==> src/rtl/dma_arb_pkg.sv <==
package dma_arb_pkg;
  localparam int unsigned CTL_W     = 16;
  localparam int unsigned NUM_DMA   = 9;
  localparam int unsigned GRANT_W   = NUM_DMA + 1;
  localparam int unsigned CPU_IDX   = NUM_DMA;

  // control register bit positions (decoded by the arbiter)
  localparam int unsigned B_MODE    = 15;
  localparam int unsigned B_BBUSY   = 14;
  localparam int unsigned B_BZERO   = 13;
  localparam int unsigned B_MASTER  = 9;
  localparam int unsigned B_BPL     = 8;
  localparam int unsigned B_COP     = 7;
  localparam int unsigned B_BLT     = 6;
  localparam int unsigned B_SPR     = 5;
  localparam int unsigned B_DSK     = 4;
  localparam int unsigned EN_W      = 10;

  // grant vector indices, highest priority first
  typedef enum logic [3:0] {
    G_DISK = 4'd0, G_SPRITE = 4'd1, G_BITPLANE = 4'd2, G_COPRO = 4'd3,
    G_BLITTER = 4'd4, G_AUD0 = 4'd5, G_AUD1 = 4'd6, G_AUD2 = 4'd7,
    G_AUD3 = 4'd8, G_CPU = 4'd9
  } grant_idx_e;
endpackage

==> src/rtl/dma_ctl_reg.sv <==
module dma_ctl_reg
  import dma_arb_pkg::*;
(
  input  logic             clk,
  input  logic             rst_n,
  input  logic             wr_en,
  input  logic [CTL_W-1:0] wr_data,
  input  logic             bbusy,
  input  logic             bzero,
  output logic [EN_W-1:0]  enables,
  output logic [CTL_W-1:0] rd_data
);
  localparam logic [CTL_W-2:0] WR_MASK = (CTL_W-1)'((1 << EN_W) - 1);

  logic [CTL_W-2:0] sel_bits;
  logic [EN_W-1:0]  sel;
  logic [EN_W-1:0]  ctl_q;

  assign sel_bits = wr_data[CTL_W-2:0] & WR_MASK;
  assign sel      = sel_bits[EN_W-1:0];

  always_ff @(posedge clk) begin
    if (!rst_n)
      ctl_q <= '0;
    else if (wr_en) begin
      if (wr_data[B_MODE]) ctl_q <= ctl_q | sel;
      else                 ctl_q <= ctl_q & ~sel;
    end
  end

  assign enables = ctl_q;

  always_comb begin
    rd_data           = '0;
    rd_data[EN_W-1:0] = ctl_q;
    rd_data[B_BBUSY]  = bbusy;
    rd_data[B_BZERO]  = bzero;
  end

  // set mode raises every selected bit
  assert_set_bits_R3: assert property (@(posedge clk) disable iff (!rst_n)
    (wr_en && wr_data[B_MODE]) |=>
      ((ctl_q & $past(wr_data[EN_W-1:0])) == $past(wr_data[EN_W-1:0])));
  // clear mode drops every selected bit
  assert_clear_bits_R3: assert property (@(posedge clk) disable iff (!rst_n)
    (wr_en && !wr_data[B_MODE]) |=> ((ctl_q & $past(wr_data[EN_W-1:0])) == '0));
  // unselected bits keep their value
  assert_hold_bits_R3: assert property (@(posedge clk) disable iff (!rst_n)
    wr_en |=> (((ctl_q ^ $past(ctl_q)) & ~$past(wr_data[EN_W-1:0])) == '0));
  assert_idle_hold_R3: assert property (@(posedge clk) disable iff (!rst_n)
    !wr_en |=> $stable(ctl_q));
endmodule

==> src/rtl/dma_prio_pick.sv <==
module dma_prio_pick #(
  parameter int unsigned N = 9
) (
  input  logic [N-1:0] req,
  output logic [N:0]   grant
);
  logic [N:0] taken;

  assign taken[0] = 1'b0;

  generate
    for (genvar i = 0; i < N; i++) begin : g_stage
      assign grant[i]   = req[i] & ~taken[i];
      assign taken[i+1] = taken[i] | req[i];
    end
  endgenerate

  assign grant[N] = ~taken[N];

  // a DMA grant only goes to a live request
  always_comb begin
    assert_grant_has_req_R1: assert ((grant[N-1:0] & ~req) == '0);
  end
endmodule

==> src/rtl/dma_beam_count.sv <==
module dma_beam_count #(
  parameter int unsigned LINE_LEN = 228,
  localparam int unsigned POS_W   = $clog2(LINE_LEN)
) (
  input  logic             clk,
  input  logic             rst_n,
  output logic [POS_W-1:0] pos,
  output logic             line_start
);
  localparam logic [POS_W-1:0] LAST = POS_W'(LINE_LEN - 1);

  logic [POS_W-1:0] pos_q;
  logic             start_q;

  always_ff @(posedge clk) begin
    if (!rst_n) begin
      pos_q   <= '0;
      start_q <= 1'b0;
    end else begin
      start_q <= (pos_q == LAST);
      pos_q   <= (pos_q == LAST) ? '0 : pos_q + 1'b1;
    end
  end

  assign pos        = pos_q;
  assign line_start = start_q;

  assert_wrap_R7: assert property (@(posedge clk) disable iff (!rst_n)
    (pos_q == LAST) |=> (pos_q == '0) && start_q);
  assert_start_at_zero_R7: assert property (@(posedge clk) disable iff (!rst_n)
    start_q |-> (pos_q == '0));
endmodule

==> src/rtl/dma_slot_arbiter.sv <==
module dma_slot_arbiter
  import dma_arb_pkg::*;
#(
  parameter int unsigned LINE_LEN = 228,
  localparam int unsigned POS_W   = $clog2(LINE_LEN)
) (
  input  logic               clk,
  input  logic               rst_n,
  input  logic               ctl_wr_en,
  input  logic [CTL_W-1:0]   ctl_wr_data,
  output logic [CTL_W-1:0]   ctl_rd_data,
  input  logic               blit_busy_i,
  input  logic               blit_zero_i,
  input  logic               req_disk,
  input  logic               req_sprite,
  input  logic               req_bitplane,
  input  logic               req_copro,
  input  logic               req_blitter,
  input  logic [3:0]         req_audio,
  output logic [GRANT_W-1:0] slot_grant,
  output logic [POS_W-1:0]   beam_pos,
  output logic               line_start
);
  logic [EN_W-1:0]    en;
  logic [NUM_DMA-1:0] req_raw;
  logic [NUM_DMA-1:0] en_map;
  logic [NUM_DMA-1:0] req_ok;

  dma_ctl_reg u_ctl (
    .clk     (clk),
    .rst_n   (rst_n),
    .wr_en   (ctl_wr_en),
    .wr_data (ctl_wr_data),
    .bbusy   (blit_busy_i),
    .bzero   (blit_zero_i),
    .enables (en),
    .rd_data (ctl_rd_data)
  );

  // requests and enables in priority order (index 0 highest)
  assign req_raw = {req_audio, req_blitter, req_copro, req_bitplane,
                    req_sprite, req_disk};
  assign en_map  = {en[3], en[2], en[1], en[0], en[B_BLT], en[B_COP],
                    en[B_BPL], en[B_SPR], en[B_DSK]};
  assign req_ok  = req_raw & en_map & {NUM_DMA{en[B_MASTER]}};

  dma_prio_pick #(.N(NUM_DMA)) u_pick (
    .req   (req_ok),
    .grant (slot_grant)
  );

  dma_beam_count #(.LINE_LEN(LINE_LEN)) u_beam (
    .clk        (clk),
    .rst_n      (rst_n),
    .pos        (beam_pos),
    .line_start (line_start)
  );

  assert_one_grant_R2: assert property (@(posedge clk) disable iff (!rst_n)
    $countones(slot_grant) == 1);
  assert_master_gate_R5: assert property (@(posedge clk) disable iff (!rst_n)
    !ctl_rd_data[B_MASTER] |-> slot_grant[CPU_IDX]);
  assert_enable_gate_R6: assert property (@(posedge clk) disable iff (!rst_n)
    (slot_grant[NUM_DMA-1:0] & ~(req_raw & en_map)) == '0);
  assert_cpu_leftover_R2: assert property (@(posedge clk) disable iff (!rst_n)
    (ctl_rd_data[B_MASTER] && ((req_raw & en_map) != '0)) |-> !slot_grant[CPU_IDX]);
endmodule

==> config.mk <==
export PLATFORM = sky130hd
export DESIGN_NAME = dma_slot_arbiter
export DESIGN_NICKNAME = d
export VERILOG_FILES = /design/src/rtl/dma_arb_pkg.sv /design/src/rtl/dma_ctl_reg.sv /design/src/rtl/dma_prio_pick.sv /design/src/rtl/dma_beam_count.sv /design/src/rtl/dma_slot_arbiter.sv
export SDC_FILE = /design/constraint.sdc
export NUM_CORES = 1
export LEC_CHECK = 0
export ABC_AREA = 1
export BUFFER_PORTS_ARGS = -buffer_cell sky130_fd_sc_hd__buf_2
export CAP_MARGIN = 20
export CORE_MARGIN = 5
export CORE_UTILIZATION = 41
export DETAILED_ROUTE_END_ITERATION = 6
export HOLD_SLACK_MARGIN = 0.05
export PLACE_DENSITY_LB_ADDON = 0.25
export SLEW_MARGIN = 10
export SYNTH_ARGS = -nofsm -noshare
export SYNTH_HDL_FRONTEND = slang
export SYNTH_SLANG_ARGS = --single-unit
==> constraint.sdc <==
create_clock -name clk -period 1.7 [get_ports clk]
set_clock_uncertainty 0.05 [all_clocks]
set_input_delay 0.085 -clock clk [delete_from_list [all_inputs] [get_ports clk]]
set_output_delay 0.085 -clock clk [all_outputs]
set_load 0.005 [all_outputs]
# --- Yosys cells after proc, flatten, opt, wreduce, memory -nomap -nowiden ---
# Cells that the tools add are included.
classes:
  bitwise_logic: 31
  n_div: 0
  reduce_logical: 1
  n_mux: 1
  mul: 0
  add_sub_neg: 1
  n_eq_ne: 1
  magnitude_cmp: 0
  shifts: 0
op_table:
  columns: ["cell", "n"]
  rows:
  - ["$and 9x9->9", 2]
  - ["$and 10x10->10", 1]
  - ["$mux 10", 1]
  - ["$not 1->1", 10]
  - ["$not 10->10", 1]
  - ["$or 10x10->10", 1]
  - ["$add 8x1->8 const B", 1]
  - ["$and 1x1->1", 8]
  - ["$eq 8x8->1 const B", 1]
  - ["$or 1x1->1", 8]
  - ["$reduce_or 2->1", 1]
word_totals:
  output_inout_bits: 35
  ff_bits: 19
  mem_bits_rw: 0
  in_bits: 30
  mem_bits_ro: 0
  latchBits: 0
  mem_count: 0

# --- Longest topological paths before layout ---
# Gate-level depths: netlist of the first run.
depth:
  ltp_word: 11
  mapped_depth: 6

# --- Hierarchy ---
# A second synthesis of the first run with hierarchy kept.
unflattened:
  cells_unflattened: 188
  area_unflattened_um2: 1197.4
by_module_without_submodules:
  columns: ["mod", "cells_each", "area_each_um2", "n_inst"]
  rows:
  - ["dma_ctl_reg", 90, 579.3, 1]
  - ["dma_beam_count", 56, 427.9, 1]
  - ["dma_prio_pick", 23, 118.9, 1]
  - ["dma_slot_arbiter", 19, 71.3, 1]

# --- Worst setup path after synthesis of the first run ---
# Ideal clock, no wire load.
synth_timing:
  path_kind: "flip-flop to flip-flop"
  from: "reg u_beam.pos_q[0] (netlist: u_beam.pos[0])"
  to: "reg u_beam.pos_q[6] (netlist: u_beam.pos[6])"
  t_required_ns: 1.584
  period_less_slack_ns: 1.253
  path_stages_with_launch: 7
  arrival_time_ns: 1.137
  path_slack_ns: 0.447
  setup_time_ns: 0.066
  n_path_buf: 0
  path_cell_list: "dfxtp_1 ha_1 nand2_2 nor2_4 nand3_2 or2_0 a21oi_2"
synth_between:
  elab_chain_len: 2
  word_cells_on_any_way: 3
  cone_classes: "add/sub (1); eq/ne (1); reduce/logical (1)"
synth_lines:
  columns: ["item", "line", "source"]
  rows:
  - ["start: declaration", "dma_beam_count.sv:12", "logic [POS_W-1:0] pos_q;"]
  - ["start signal: assignment", "dma_beam_count.sv:21", "pos_q <= (pos_q == LAST) ? '0 : pos_q + 1'b1;"]
  - ["branches (longest 2 deep; another with $add 8x1->8)", null, null]
# Parallel ways; which one is timed is not known.
# A chain may end at the register's enable or synchronous reset.

==> impl_metrics.py, run 1 <==
metrics = {
    "outcome": {
        "status": "finished clean",
    },
    "floorplan": {
        "die_area_um2": 3530,
        "die_x_um": 59.41,
        "ios": 65,
        "die-height_um": 59.41,
        "core_area_um2": 2410,
        "rows": 18,
        "start_util": 0.4154,
    },
    "worst_setup_path": {
        "crit_buf_inv": 2,
        "critical-path-top-delay-family": "simple AND/OR/NAND/NOR gates",
        "crit_type": "reg -> out",
        "r2r-start": "u_beam.pos[0]",
        "required_ns": 1.56,
        "reg2reg_slack_ns": 0.36,
        "worstPathCellList": "buf_6, nand3_4, nand4_4, nor2_4, nand4_1, nor2_1, buf_2",
        "cpPeakStageDelay_ns": 0.34,
        "cp-start-kind": "flip-flop",
        "crit_path_end_kind": "output pin",
        "arrival_ns": 1.46,
        "critPathMaxFanout": 6,
        "slowest_stage": "dfxtp_2",
    },
    "clocking": {
        "post-cts-setup-buffers": 0,
        "cts_max_path_buffers": 2,
        "clock-sinks": 19,
        "cts_buffers": 3,
        "clk_latency_ns": 0.28,
        "cts_tree": "yes",
        "ctsRootBufferMaster": "clkbuf_4",
        "h-tree-depth": 1,
        "clkTransAtPathRegs_ns": 0.10,
    },
    "power_and_ir_drop": {
        "power_density_nw_per_um2": 590.6,
        "total_power_uw": 828.4,
        "power_leakage_uw": 0.0006762,
        "vdd_drop_max_v": 0.0005040,
    },
    "sta": {
        "setup_viol_count_final": 0,
        "max_freq_ghz": 0.6278,
        "rsz0062_at_grt": "yes",
        "hold_viol": 0,
        "period_minus_slack_ns": 1.593,
        "fin_ws_ns": 0.1072,
        "slew_violations": 0,
        "post-route-period-util": 0.9369,
    },
    "synthesis": {
        "synthCells": 133,
        "ys_seq_area_frac": 0.3800,
        "yosysUniqueCellTypes": 25,
        "synth_seq_cells": 19,
        "yosysTopAreaCellShare": 0.3800,
        "yosysWarnings": 0,
        "synthTopCellsByArea": "dfxtp_1, nand2_1, nand3_1",
        "syn_avg_cell_area_um2": 7.526,
        "syn_area_um2": 1001,
        "synth.largest_area_cell": "dfxtp_1",
    },
    "job": {
        "cap_violations": 0,
    },
    "global_routing": {
        "grt_overflow": 0,
        "grt_usage": 0.1570,
        "grt_pass1_wl_mm": 4.291,
        "grt_pass1_vias": 1028,
        "antenna_found_initial": 0,
        "grt_max_degree": 21,
    },
    "final_layout": {
        "final_nets": 224,
        "layout-drive-gt1-share": 0.3802,
        "area_growth_pct": 40.13,
        "diodes": 0,
        "n_fill_cell": 225,
    },
    "placed_design": {
        "dp_slack_ns": 0.3848,
        "port_buffers": 51,
        "place.gp.congestion": 0.7425,
        "hpwl_mm": 1.926,
    },
    "detailed_routing": {
        "drt_iter0_drc": 40,
        "postRouteAntennaNets": 0,
        "routed_wl_mm": 2.591,
        "routedWlPerCell_um": 11.67,
        "vias": 1065,
        "firstDrtPassIters": 4,
        "drc": 0,
        "vias_per_cell": 4.797,
    },
    "hold_path": {
        "min_from": "ctl_wr_data[15]",
        "hold_path.class": "in -> reg",
    },
}
final timing paths:
path,endpoint,depth (start not counted)
setup / recovery,slot_grant[8],7
hold / removal,flip-flop,3
setup reg to reg,u_beam.pos[6],6
hold reg to reg,u_beam.pos[0],1
power by group:
part	total, uW	switching (uW)	leakage [uW]	internal, uW
combinational	135	67.4	0.000506	67.5
clock	216	125	0.0000150	91.0
sequential	478	16.1	0.000155	462
total	828	208	0.000676	620
synth_stat cells:
cell      number
xnor2_1        1
a21oi_1       11
nor2_1        14
nor2_2         1
nand4_4        1
xor2_1         1
nor2_4         2
ha_1           1
a21oi_2        2
nand3_2        6
nor3b_1        2
inv_2          2
dfxtp_1       19
buf_6          1
nor3_1         2
inv_1          6
nand4_1        2
nand3_1       17
conb_1         1
o21ai_0        1
or2_0          2
nand2_2        2
nand2_1       26
clkbuf_1       4
buf_4          6
routing by layer:
layer | vias up | GRT usage | part of all wire
li1 | 549 | - | -
met1 | 472 | 0.1889 | 0.41
met2 | 42 | 0.2730 | 0.48
met3 | 2 | 0.02397 | 0.10
met4 | 0 | 0.06796 | 0.0073
met5 | - | 0 | 0
tightest hold or removal path, cell delays in order:
cell and delay [ns]:
buf_2 0.16, nand3_1 0.08, a21oi_1 0.06
timing repair:
item / 4_1_cts / 5_1_grt
endpoints found under the setup margin: 0 / 2
endpoints found under the hold margin: 10 / 0
hold buffers: 10 / 0
gates resized for setup: 0 / 5
cell type report:
class                      count  area [um2]  area share
clock buffer                   4       26.28     0.01873
inverter                       8       30.03     0.02141
multi-input combinational     98       553.0      0.3943
sequential                    19       381.6      0.2721
tap                           30       37.54     0.02676
timing repair buffer          63       374.1      0.2667
layout by cell type (no fill, tap or decap), types with 2 or more instances in the layout:
cell | synthesis | routed
conb_1 | 1 | 4
nor2_1 | 14 | 14
inv_1 | 6 | 6
a21oi_2 | 2 | 2
inv_2 | 2 | 2
nor2_4 | 2 | 2
nand3_2 | 6 | 3
nand2_1 | 26 | 26
a21oi_1 | 11 | 11
dlygate4sd3_1 | 0 | 10
nand4_1 | 2 | 2
nand3_1 | 17 | 17
nand2_2 | 2 | 2
or2_0 | 2 | 2
nand3_4 | 0 | 3
dfxtp_1 | 19 | 18
buf_2 | 0 | 51
nor3b_1 | 2 | 2
clkbuf_4 | 0 | 3
nor3_1 | 2 | 2
cell families after synthesis:
logic type,after synthesis,synth area share
and+or+nand+nor,77,0.4075
buffers and inverters,19,0.1012
DFF,19,0.3800
AOI/OAI and AO/OA,14,0.07750
xor gates and xnor gates,2,0.01750
adders and majority gates,1,0.01250
other,1,0.003746
stage by stage:
| step | hold WS [ns] | instances | utilization | cell area [um2] | TNS, ns |
|---|---|---|---|---|---|
| finish | 0.08663 | 222 | 0.5820 | 1403 | 0 |
| floorplan | 0.1640 | 136 | - | 1012 | 0 |
| global placement | 0.1201 | 208 | 0.5182 | 1249 | 0 |
| CTS | 0.07294 | 222 | 0.5706 | 1375 | 0 |
| global route | 0.08382 | 222 | 0.5820 | 1403 | -0.003793 |
| detailed placement | 0.1201 | 208 | 0.5182 | 1249 | 0 |
Note: power is estimated with default switching activity, not from simulation.
==> run 2, diff against run 1 <==
- ABC_AREA: 1 -> 0
==> run 2 against run 1 <==
Core utilization shrank 0.21 points; final area shrank 6.8%; maximum frequency shrank 0.95%; synthesized area shrank 2.0%; critical path depth shrank 2.
==> impl_metrics.py, run 2 <==
metrics = {
    "worst_setup_path": {
        "crit_path_end": "slot_grant[9]",
        "crit_path_end_kind": "output pin",
        "rr_worst_depth": 5,
        "slowest_stage": "dfxtp_4",
        "reg2reg_slack_ns": 0.25,
        "cp-start-kind": "flip-flop",
        "required_ns": 1.56,
        "cpPeakStageDelay_ns": 0.37,
        "arrival_ns": 1.47,
        "rr_endpoint": "u_beam.pos[2]",
        "r2r-start": "u_beam.pos[0]",
        "worstPathCellList": "a22oi_2, o211ai_1, buf_4, nor3_1, buf_2",
        "critPathMaxFanout": 6,
        "crit_type": "reg -> out",
    },
    "final_layout": {
        "final_nets": 203,
        "stdcell_area_um2": 1308,
        "layout_common_cells": "buf_2, nand2_1, dfxtp_1",
        "layout-drive-gt1-share": 0.3684,
        "area_growth_pct": 33.29,
        "diodes": 0,
        "final_common_cell": "buf_2",
    },
    "clocking": {
        "clk_latency_ns": 0.29,
        "clkTransAtPathRegs_ns": 0.10,
        "clock-sinks": 19,
        "cts_tree": "yes",
        "h-tree-depth": 1,
        "cts_buffers": 3,
        "ctsRootBufferMaster": "clkbuf_4",
        "cts_max_path_buffers": 2,
    },
    "global_routing": {
        "antenna_found_initial": 0,
        "grt_overflow": 0,
        "grt_pass1_wl_mm": 3.808,
        "grt_max_degree": 15,
        "grt_usage": 0.1411,
        "grt_pass1_vias": 901,
    },
    "sta": {
        "hold_viol": 0,
        "period_minus_slack_ns": 1.608,
        "setup_viol_count_final": 0,
        "tns_ns": 0,
        "rsz0062_at_grt": "no",
        "slew_violations": 0,
        "post-route-period-util": 0.9459,
        "max_freq_ghz": 0.6219,
    },
    "power_and_ir_drop": {
        "sw_frac_of_total": 0.2529,
        "power.share.sequential": 0.588,
        "power_leakage_uw": 0.0006447,
        "comb_power_share": 0.149,
        "power_density_nw_per_um2": 631.3,
        "pwr-share-clk": 0.263,
        "switching_power_uw": 208.8,
        "vdd_drop_max_v": 0.0004880,
        "p_int_uw": 616.6,
    },
    "synthesis": {
        "ys.flop_type": "dfxtp_1",
        "yosysWarnings": 0,
        "yosys-top-cells-count": "dfxtp_1, nand2_1, mux2i_1, nand3_1, nor2b_1",
        "yosysUniqueCellTypes": 28,
        "synthTopCellsByArea": "dfxtp_1, mux2i_1, nand2_1",
        "yosysTopAreaCellShare": 0.3878,
        "synth.largest_area_cell": "dfxtp_1",
        "synthCells": 119,
        "syn_area_um2": 980.9,
        "synth_edf_count": 0,
        "synthMostInstantiatedCell": "dfxtp_1",
        "ys_seq_area_frac": 0.3878,
        "synth_seq_cells": 19,
        "ys_async_sr_fraction": 0,
        "syn_avg_cell_area_um2": 8.243,
    },
    "detailed_routing": {
        "drt_iter0_drc": 44,
        "dr_wl_met3_um": 263,
        "route.met2.wl_mm": 1.176,
        "vias": 1004,
        "drc": 0,
        "routed_wl_mm": 2.496,
        "postRouteAntennaNets": 0,
        "vias_per_cell": 5.045,
        "routedWlPerCell_um": 12.54,
        "met1_length_mm": 1.028,
        "top_layer": "met4",
        "firstDrtPassIters": 4,
    },
    "job": {
        "cap_violations": 0,
    },
    "placed_design": {
        "port_buffers": 51,
        "hpwl_mm": 1.908,
        "place.gp.congestion": 0.7585,
        "post_dp_cell_area_um2": 1229,
    },
    "floorplan": {
        "ios": 65,
        "core_area_um2": 2255,
        "rows": 17,
        "die_area_um2": 3471,
        "die-height_um": 58.92,
        "start_util": 0.4351,
        "die_x_um": 58.92,
    },
    "hold_path": {
        "hold_path.class": "in -> reg",
    },
    "outcome": {
        "status": "finished clean",
    },
}
run 2: cell count changes after synthesis, sizes merged, moves of 8 or more:
cell and change:
a21oi -9, mux2i +8, nand2 -11, nand3 -14, nor2 -11, nor2b +8
run 2: worst max-delay path, delay by kind of cell (launching register included):
family	cells	cell delay, ns
buffers and inverters	2	0.32
flip-flops	1	0.37
AND/OR/NAND/NOR	1	0.18
AO/OA/AOI/OAI	2	0.31
run 2: per-stage QoR:
stage / hold slack, ns / setup WS (ns) / utilization / instances / power (uW)
global route: 0.08422 / 0.007968 / 0.5799 / 199 / 883.7
finish: 0.09042 / 0.09193 / 0.5799 / 199 / 825.4
detailed placement: 0.1201 / 0.1895 / 0.5450 / 192 / 612.0
floorplan: 0.1632 / 0.2771 / - / 122 / 561.0
CTS: 0.07791 / 0.007945 / 0.5688 / 199 / 834.4
global placement: 0.1201 / 0.2835 / 0.5450 / 192 / 605.9
run 2: cell families after synthesis:
logic type                 share of synthesized area
AOI/OAI and AO/OA                            0.09694
xor gates and xnor gates                     0.02679
adders and majority gates                    0.01275
buffers and inverters                        0.07015
DFF                                           0.3878
muxes                                        0.08164
other                                       0.003823
and+or+nand+nor                               0.3202
run 2: worst min path at each step:
stage                     depth (start not counted)               to  slack, ns            start
final                                             3        flip-flop       0.09  ctl_wr_data[15]
after global routing                              2        flip-flop       0.08            rst_n
after CTS                                         3        flip-flop       0.08  ctl_wr_data[15]
after detailed placement                          0  ctl_rd_data[13]       0.12      blit_zero_i
after global placement                            0  ctl_rd_data[13]       0.12      blit_zero_i
after floorplan                                   1        flip-flop       0.16            rst_n
run 2: metal layers:
layer,vias up,track usage
li1,508,-
met1,443,0.1625
met2,49,0.2445
met3,4,0.03070
met4,0,0.06796
met5,-,0
run 2: cell type report:
cell class / instances / area [um2]
Clock buffer: 4 / 26.28
Fill cell: 214 / 947.2
Inverter: 2 / 7.507
Multi-Input combinational cell: 91 / 563.0
Sequential cell: 19 / 385.4
Tap cell: 28 / 35.03
Timing Repair Buffer: 55 / 290.3
run 2: timing repair:
item	in CTS	in global routing
hold endpoints to repair	2	0
endpoints found under the setup margin	6	6
pin swaps	1	3
gates resized for setup	0	7
setup buffers	1	0
hold buffers	2	0
run 2: power groups by stage:
| stage | sequential (uW) | combinational (uW) | clock, uW |
|---|---|---|---|
| floorplan | 491 | 69.8 | 0 |
| global placement | 494 | 112 | 0 |
| detailed placement | 496 | 116 | 0 |
| CTS | 486 | 121 | 228 |
| global route | 489 | 138 | 257 |
| finish | 485 | 123 | 217 |
